### src/rtl/pll_ldr_pkg.sv
package pll_ldr_pkg;

    localparam int WORD_W = 19;
    localparam int N_W    = 11;
    localparam int A_W    = 7;
    localparam int R_W    = 14;

    typedef enum logic [2:0] {
        S_IDLE, S_LOW, S_HIGH, S_GAP, S_LE, S_TAIL
    } tx_state_t;

    typedef enum logic [2:0] {
        T_IDLE, T_CHECK, T_FAULT, T_REF_GO, T_REF_WAIT, T_DIV_GO, T_DIV_WAIT, T_DONE
    } ldr_state_t;

    // reference word: charge pump 0, lock-detect output 0, phase polarity 1, prescaler select, R, tag 1
    function automatic logic [WORD_W-1:0] make_ref_word(input logic [R_W-1:0] r_div, input logic sw);
        return {1'b0, 1'b0, 1'b1, sw, r_div, 1'b1};
    endfunction

    // divider word: N, A, tag 0
    function automatic logic [WORD_W-1:0] make_div_word(input logic [N_W-1:0] n_cnt, input logic [A_W-1:0] a_cnt);
        return {n_cnt, a_cnt, 1'b0};
    endfunction

endpackage

### src/rtl/pll_div_split.sv
module pll_div_split
    import pll_ldr_pkg::*;
#(
    parameter int BASE_DIV = 16455,
    parameter int PRESCALE = 64,
    parameter int CH_COUNT = 69,
    parameter int CH_W     = 7
) (
    input  logic [CH_W-1:0] chan_i,
    output logic [N_W-1:0]  n_cnt_o,
    output logic [A_W-1:0]  a_cnt_o,
    output logic            ok_o
);
    localparam int M_LOG = $clog2(PRESCALE);
    localparam int TOT_W = N_W + A_W;
    localparam logic [TOT_W-1:0] A_MASK = TOT_W'(PRESCALE - 1);

    logic [TOT_W-1:0] total;
    logic             in_range;

    always_comb begin
        total    = TOT_W'(BASE_DIV) + TOT_W'(chan_i);
        n_cnt_o  = N_W'(total >> M_LOG);
        a_cnt_o  = A_W'(total & A_MASK);
        in_range = (int'(chan_i) < CH_COUNT);
        ok_o     = in_range && ({4'b0, a_cnt_o} < n_cnt_o);
    end
endmodule

### src/rtl/pll_serial_tx.sv
module pll_serial_tx
    import pll_ldr_pkg::*;
#(
    parameter int PH_CYC = 2,
    parameter int LE_CYC = 10
) (
    input  logic              clk,
    input  logic              rst_n,
    input  logic              go_i,
    input  logic [WORD_W-1:0] word_i,
    output logic              sclk_o,
    output logic              sdata_o,
    output logic              sle_o,
    output logic              fin_o
);
    localparam int MAX_CYC = (PH_CYC > LE_CYC) ? PH_CYC : LE_CYC;
    localparam int CNT_W   = $clog2(MAX_CYC + 1);
    localparam int IDX_W   = $clog2(WORD_W);
    localparam logic [CNT_W-1:0] PH_LOAD = CNT_W'(PH_CYC - 1);
    localparam logic [CNT_W-1:0] LE_LOAD = CNT_W'(LE_CYC - 1);
    localparam logic [IDX_W-1:0] LAST_IDX = IDX_W'(WORD_W - 1);

    tx_state_t         st, st_nxt;
    logic [CNT_W-1:0]  cnt;
    logic [IDX_W-1:0]  bit_idx;
    logic [WORD_W-1:0] sreg;
    logic              expired;

    assign expired = (cnt == '0);
    assign sdata_o = sreg[WORD_W-1];

    always_comb begin
        st_nxt = st;
        unique case (st)
            S_IDLE: if (go_i)    st_nxt = S_LOW;
            S_LOW:  if (expired) st_nxt = S_HIGH;
            S_HIGH: if (expired) st_nxt = (bit_idx == LAST_IDX) ? S_GAP : S_LOW;
            S_GAP:  if (expired) st_nxt = S_LE;
            S_LE:   if (expired) st_nxt = S_TAIL;
            S_TAIL: if (expired) st_nxt = S_IDLE;
            default:             st_nxt = S_IDLE;
        endcase
    end

    // state register with its counters and shift register
    always_ff @(posedge clk or negedge rst_n) begin
        if (!rst_n) begin
            st      <= S_IDLE;
            cnt     <= '0;
            bit_idx <= '0;
            sreg    <= '0;
        end else begin
            st <= st_nxt;
            if (st_nxt != st)
                cnt <= (st_nxt == S_LOW || st_nxt == S_HIGH) ? PH_LOAD : LE_LOAD;
            else if (!expired)
                cnt <= cnt - 1'b1;
            if (st == S_IDLE && go_i) begin
                sreg    <= word_i;
                bit_idx <= '0;
            end else if (st == S_HIGH && st_nxt == S_LOW) begin
                sreg    <= {sreg[WORD_W-2:0], 1'b0};
                bit_idx <= bit_idx + 1'b1;
            end
        end
    end

    // registered pin outputs
    always_ff @(posedge clk or negedge rst_n) begin
        if (!rst_n) begin
            sclk_o <= 1'b0;
            sle_o  <= 1'b0;
            fin_o  <= 1'b0;
        end else begin
            sclk_o <= (st_nxt == S_HIGH);
            sle_o  <= (st_nxt == S_LE);
            fin_o  <= (st == S_TAIL) && expired;
        end
    end
endmodule

### src/rtl/pll_chan_loader.sv
module pll_chan_loader
    import pll_ldr_pkg::*;
#(
    parameter int BASE_DIV = 16455,
    parameter int PRESCALE = 64,
    parameter int REF_DIV  = 850,
    parameter int CH_COUNT = 69,
    parameter int CH_W     = 7,
    parameter int PH_CYC   = 2,
    parameter int LE_CYC   = 10
) (
    input  logic            clk,
    input  logic            rst_n,
    input  logic            start_i,
    input  logic [CH_W-1:0] chan_i,
    output logic            syn_clk_o,
    output logic            syn_data_o,
    output logic            syn_le_o,
    output logic            busy_o,
    output logic            done_o,
    output logic            err_o
);
    localparam logic             SW_BIT  = (PRESCALE == 64);
    localparam logic [R_W-1:0]   R_FIELD = R_W'(REF_DIV);

    ldr_state_t        st, st_nxt;
    logic [CH_W-1:0]   chan_q;
    logic [N_W-1:0]    n_cnt;
    logic [A_W-1:0]    a_cnt;
    logic              split_ok;
    logic              tx_go, tx_fin;
    logic [WORD_W-1:0] tx_word;

    pll_div_split #(
        .BASE_DIV(BASE_DIV), .PRESCALE(PRESCALE), .CH_COUNT(CH_COUNT), .CH_W(CH_W)
    ) split_i (
        .chan_i(chan_q), .n_cnt_o(n_cnt), .a_cnt_o(a_cnt), .ok_o(split_ok)
    );

    assign tx_go   = (st == T_REF_GO) || (st == T_DIV_GO);
    assign tx_word = (st == T_REF_GO) ? make_ref_word(R_FIELD, SW_BIT)
                                      : make_div_word(n_cnt, a_cnt);

    pll_serial_tx #(.PH_CYC(PH_CYC), .LE_CYC(LE_CYC)) tx_i (
        .clk(clk), .rst_n(rst_n), .go_i(tx_go), .word_i(tx_word),
        .sclk_o(syn_clk_o), .sdata_o(syn_data_o), .sle_o(syn_le_o), .fin_o(tx_fin)
    );

    always_comb begin
        st_nxt = st;
        unique case (st)
            T_IDLE:     if (start_i) st_nxt = T_CHECK;
            T_CHECK:    st_nxt = split_ok ? T_REF_GO : T_FAULT;
            T_FAULT:    st_nxt = T_IDLE;
            T_REF_GO:   st_nxt = T_REF_WAIT;
            T_REF_WAIT: if (tx_fin) st_nxt = T_DIV_GO;
            T_DIV_GO:   st_nxt = T_DIV_WAIT;
            T_DIV_WAIT: if (tx_fin) st_nxt = T_DONE;
            T_DONE:     st_nxt = T_IDLE;
            default:    st_nxt = T_IDLE;
        endcase
    end

    always_ff @(posedge clk or negedge rst_n) begin
        if (!rst_n) begin
            st     <= T_IDLE;
            chan_q <= '0;
        end else begin
            st <= st_nxt;
            if (st == T_IDLE && start_i)
                chan_q <= chan_i;
        end
    end

    always_ff @(posedge clk or negedge rst_n) begin
        if (!rst_n) begin
            busy_o <= 1'b0;
            done_o <= 1'b0;
            err_o  <= 1'b0;
        end else begin
            busy_o <= (st_nxt != T_IDLE);
            done_o <= (st_nxt == T_DONE);
            err_o  <= (st_nxt == T_FAULT);
        end
    end
endmodule

### config.mk
export PLATFORM = sky130hd
export DESIGN_NAME = pll_chan_loader
export DESIGN_NICKNAME = d
export VERILOG_FILES = /design/src/rtl/pll_ldr_pkg.sv /design/src/rtl/pll_div_split.sv /design/src/rtl/pll_serial_tx.sv /design/src/rtl/pll_chan_loader.sv
export SDC_FILE = /design/constraint.sdc
export NUM_CORES = 1
export LEC_CHECK = 0
export ABC_AREA = 1
export BUFFER_PORTS_ARGS = -buffer_cell sky130_fd_sc_hd__buf_2
export CAP_MARGIN = 20
export CORE_UTILIZATION = 50
export CTS_BUF_LIST = sky130_fd_sc_hd__clkbuf_4
export DETAILED_ROUTE_END_ITERATION = 6
export PLACE_DENSITY = 0.78
export SYNTH_ARGS = -nofsm -noshare
export SYNTH_HDL_FRONTEND = slang
export SYNTH_SLANG_ARGS = --single-unit
### constraint.sdc
create_clock -name clk -period 5 [get_ports clk]
set_input_delay 1 -clock clk [delete_from_list [all_inputs] [get_ports clk]]
set_output_delay 1 -clock clk [all_outputs]
set_load 0.01 [all_outputs]
# Yosys cells after proc, flatten, opt, wreduce, memory -nomap -nowiden
# Index checks and enable logic that the tools add are counted.
[op_classes]
add_sub_neg = 3
magnitude_cmp = 2
eq_ne = 20
mux = 21
reduce_logical = 13
[op_table]
columns = ["operator", "n"]
rows = [
  ["$mux W19", 3],
  ["$mux W3", 9],
  ["$eq A3 B3 Y1 const B", 8],
  ["$pmux W3 S7", 1],
  ["$eq A3 B2 Y1 const B", 6],
  ["$pmux W3 S6", 1],
  ["$add A15 B7 Y16 const A", 1],
  ["$mux W4", 3],
  ["$lt A6 B11 Y1", 1],
  ["$mux W5", 2],
  ["$eq A3 B1 Y1 const B", 3],
  ["$lt A7 B7 Y1 const B", 1],
  ["$logic_not A3 Y1", 2],
  ["$add A5 B1 Y5 const B", 1],
  ["$eq A5 B5 Y1 const B", 1],
  ["$logic_and A1 B1 Y1", 5],
  ["$logic_not A4 Y1", 1],
  ["$sub A4 B1 Y4 const B", 1],
  ["$ne A3 B3 Y1", 1],
  ["$reduce_bool A3 Y1", 1],
  ["$logic_or A1 B1 Y1", 2],
  ["$mux W2", 1],
  ["$ne A2 B2 Y1 const B", 1],
  ["$reduce_bool A2 Y1", 1],
  ["other kinds (2)", 2],
]
[word_totals]
regBits = 47
in_bits = 10
out_inout_bits = 6
elab_cells = 71

# Longest topological paths before layout
[logic_depth]
word_depth = 8
mapped_depth = 12
depth_no_buf = 10

# Hierarchy
# Synthesis repeated with hierarchy kept, for this count alone.
[hier_totals]
hier_cells = 405
hier_area_um2 = 2894.0
[by_module_without_submodules]
columns = ["mod", "instances", "cells_per_inst", "area_each_um2", "seq_area_each_um2"]
rows = [
  ["pll_serial_tx", 1, 265, 1899.3, 850.8],
  ["pll_chan_loader", 1, 93, 740.7, 325.3],
  ["pll_div_split", 1, 47, 254.0, 0.0],
]

# Worst setup path after synthesis
# No wires, ideal clock.
[synth_path]
path_type = "in2reg"
startpoint = "input port start_i"
endpoint = "register chan_q[4]"
setup_time_ns = 0.133
t_arrival_ns = 1.571
t_required_ns = 4.867
path_slack_ns = 3.296
cell_stages = 4
n_path_buf = 1
path_cell_list = "nand4_1 > clkbuf_1 > nor2_1 > a21oi_1"
[synth_via]
elab_chain_cells = 1
[synth_lines]
columns = ["element", "line", "source"]
rows = [
  ["from (decl)", "pll_chan_loader.sv:14", "input logic start_i,"],
  ["$logic_and A1 B1 Y1", "pll_chan_loader.sv:70", "if (st == T_IDLE && start_i)"],
  ["to (signal assigned)", "pll_chan_loader.sv:71", "chan_q <= chan_i;"],
  ["to (decl)", "pll_chan_loader.sv:27", "logic [CH_W-1:0] chan_q;"],
]
# Every way passes these cells.
# A chain may end at the register's enable or synchronous reset.

# Worst setup path in the final report
[layout_path]
startpoint = "register tx_i.st[0]"
endpoint = "register tx_i.sreg[2]"
[layout_via]
elab_chain_cells = 5
word_cells_on_any_way = 18
classes_between = "6 x eq/ne; 8 x mux; 4 x reduce/logical"
[layout_lines]
columns = ["element", "line", "source"]
rows = [
  ["from (decl)", "pll_serial_tx.sv:23", "tx_state_t st, st_nxt;"],
  ["from (signal assigned)", "pll_serial_tx.sv:53", "st <= st_nxt;"],
  ["$eq A3 B3 Y1 (tied with other cells)", "pll_serial_tx.sv:34", "unique case (st)"],
  ["$pmux W3 S6", "pll_serial_tx.sv:34", ""],
  ["$eq A3 B1 Y1", "pll_serial_tx.sv:61", "end else if (st == S_HIGH && st_nxt == S_LOW) begin"],
  ["$logic_and A1 B1 Y1", "pll_serial_tx.sv:61", ""],
  ["$reduce_bool A2 Y1 (no line)", "--", ""],
  ["to (signal assigned)", "pll_serial_tx.sv:59", "sreg <= word_i;"],
  ["to (signal assigned)", "pll_serial_tx.sv:62", "sreg <= {sreg[WORD_W-2:0], 1'b0};"],
  ["to (decl)", "pll_serial_tx.sv:26", "logic [WORD_W-1:0] sreg;"],
]
# Parallel ways exist; a longest one is shown, timed or not.

==> flow_metrics.env <==
export IMPL_status="finished, final reports clean"
export IMPL_muxShareOfSynthArea=0
export IMPL_synth_simple_area_share=0.359
export IMPL_cp_end_kind="flop"
export IMPL_first_iter_violations=156
export IMPL_hpwl_microns=3120
export IMPL_max_slew_margin=0.537
export IMPL_die_h_microns=72.9
export IMPL_ctsResizeCount=0
export IMPL_tightest_slew_ns=0.689
export IMPL_fmax_mhz=479
export IMPL_post_route_util=0.561
export IMPL_die_w_microns=72.9
export IMPL_clock_skew_ns=0.00740
export IMPL_drv_slew=0
export IMPL_cts_tree="built"
export IMPL_hold_viol=0
export IMPL_setup_worst_path_start_class="flop"
export IMPL_avgRoutedWirePerCell_microns=11.0
export IMPL_rsz0062_at_grt="false"
export IMPL_crit_fanout=21
export IMPL_ant_nets=0
export IMPL_reg2regPathDepth=9
export IMPL_totalWireLength_microns=4410
export IMPL_clock_sinks=47
export IMPL_antenna_cells=0
export IMPL_power_leakage_uw=0.00149
export IMPL_ys_warn_count=0
export IMPL_numPortBuffers=15
export IMPL_syn_inst=319
export IMPL_min_path_cells=2
export IMPL_power_density_nw_per_um2=573
export IMPL_rows=25
export IMPL_synthAdderAreaFrac=0.0199
export IMPL_final_nets=346
export IMPL_instances_no_fill=400
export IMPL_synthXorXnorAreaFrac=0.0209
export IMPL_syn_num_nets=333
export IMPL_worstSetupPathType="reg -> reg"
export IMPL_start_util=0.524
export IMPL_clockBufferDepth=2
export IMPL_syn_to_final_growth_pct=6.88
export IMPL_grt_max_degree=48
export IMPL_synth_top_family_by_area="simple AND/OR/NAND/NOR gates"
export IMPL_route_detailed_drc=0
export IMPL_fin_crit_sh=0.417
export IMPL_syn_area_sq_um=2510
export IMPL_cts_root_buf="clkbuf_4"
export IMPL_core_area_sq_um=4790
export IMPL_hold_buffers=0
export IMPL_cap_violations=0
export IMPL_most_common_layout_cells="101 x nand2_1, 48 x nand3_1, 47 x dfrtp_1"
export IMPL_ys_types=27
export IMPL_ys_seq_area_frac=0.469
export IMPL_final_common_cell="nand2_1"
export IMPL_arrival_ns=2.40
export IMPL_setup_viol=0
export IMPL_post_route_min_period_ns=2.09
export IMPL_post_route_cells_drive_above_1_share=0.138
export IMPL_synth_area_per_cell_sq_um=7.87
export IMPL_synth_seq_cells=47
export IMPL_grt_pass1_wl_microns=7960
export IMPL_crit_required_ns=5.31
export IMPL_cts_setup_buffers=0
export IMPL_hp_class="reg -> reg"
export IMPL_clk_latency_ns=0.36
export IMPL_gr_total_overflow=0
export IMPL_antenna_found_initial=0
export IMPL_first_global_vias=1857
export IMPL_place_gp_congestion=0.856
export IMPL_ios=16
export IMPL_dieArea_sq_um=5310
export IMPL_path_clk_slew_ns=0.13
export IMPL_synth_compound_area_frac=0.0479
export IMPL_tns_ns=0
export IMPL_num_vias=1992
export IMPL_htree_levels=2
export IMPL_cts_buffers=5
export IMPL_ir_worst_vdd_mv=0.358
export IMPL_globalRouteTotalUtil=0.192
export IMPL_viasPerCell=4.98
export IMPL_dp_cells=391
export IMPL_firstDrtPassIters=4
[state kept, by name, indices dropped and copies added (netlist names)]
register,count
chan_q,7
tx_i.cnt,4
done_o,1
busy_o,1
st,3
tx_i.sreg,19
tx_i.st,3
err_o,1
tx_i.bit_idx,5
tx_i.fin_o,1
tx_i.sle_o,1
tx_i.sclk_o,1
[path summary, 6_finish.rpt]
path | start | to | slack (ns)
min in group asynchronous | rst_n | chan_q[3] | 0.59
worst min register to register | tx_i.sreg[0] | tx_i.sreg[0] | 0.49
worst max register to register | tx_i.st[0] | tx_i.sreg[2] | 2.91
max in group asynchronous | rst_n | tx_i.bit_idx[4] | 3.91
worst min-delay path | tx_i.sreg[0] | tx_i.sreg[0] | 0.49
worst max-delay path | tx_i.st[0] | tx_i.sreg[2] | 2.91
[cells in the mapped netlist (all sizes together)]
cell type,count,share of area
nor2,28,0.051
o2111ai,1,0.0035
or2,1,0.0025
xnor2,4,0.014
xor2,2,0.0070
nor3,3,0.0060
dfrtp,47,0.47
clkbuf,3,0.0045
a21oi,10,0.024
inv,37,0.055
nand2,106,0.16
nor3b,1,0.0030
nand3,52,0.12
buf,7,0.024
ha,4,0.020
o21ai,7,0.017
o211ai,1,0.0030
nand4,5,0.012
[kinds of logic (layout without fill, tap and decap cells)]
| kind of cell | Yosys count | in the layout |
|---|---|---|
| AOI/OAI and AO/OA | 19 | 19 |
| xor gates and xnor gates | 6 | 6 |
| adders and majority gates | 4 | 4 |
| buffers and inverters | 47 | 61 |
| DFF | 47 | 47 |
| and+or+nand+nor | 196 | 196 |
[stage by stage]
| step | cell area, sq um | setup WS (ns) | power [uW] | hold slack [ns] |
|---|---|---|---|---|
| after floorplan | 2510 | 3.30 | 1260 | 0.442 |
| after global placement | 2600 | 2.96 | 1350 | 0.458 |
| after detailed placement | 2600 | 2.93 | 1370 | 0.464 |
| after CTS | 2660 | 2.91 | 1550 | 0.494 |
| after global routing | 2680 | 2.70 | 1690 | 0.512 |
| final | 2680 | 2.91 | 1540 | 0.489 |
[power breakdown]
part           internal (uW)  switching [uW]
combinational            245             496
sequential               506             106
clock                   65.9             117
[layout make-up]
cell class	instances	area (sq um)
clock buffers	7	52.6
multi-input cells	225	1120
repair buffers	16	103
clock inverters	1	5.00
flip-flops and latches	47	1180
well taps	67	83.8
inverters	37	139
fillers	442	2100
[layer usage]
| metal | wire (microns) | track usage | vias up |
|---|---|---|---|
| li1 | - | - | 1039 |
| met2 | 2160 | 0.324 | 23 |
| met3 | 128 | 0.0414 | 6 |
| met1 | 2060 | 0.249 | 924 |
| met5 | 0 | 0 | - |
| met4 | 59 | 0.0588 | 0 |
[worst max-delay path, cell delays in order (launching register included)]
cell	delay, ns
dfrtp_1	0.46
inv_1	0.51
nand3_1	0.15
inv_1	0.09
nand2_2	0.18
inv_2	0.20
nand2_1	0.16
o211ai_1	0.11
nand3_1	0.10
nand2_1	0.08
Power figures use the tool's default switching activity.
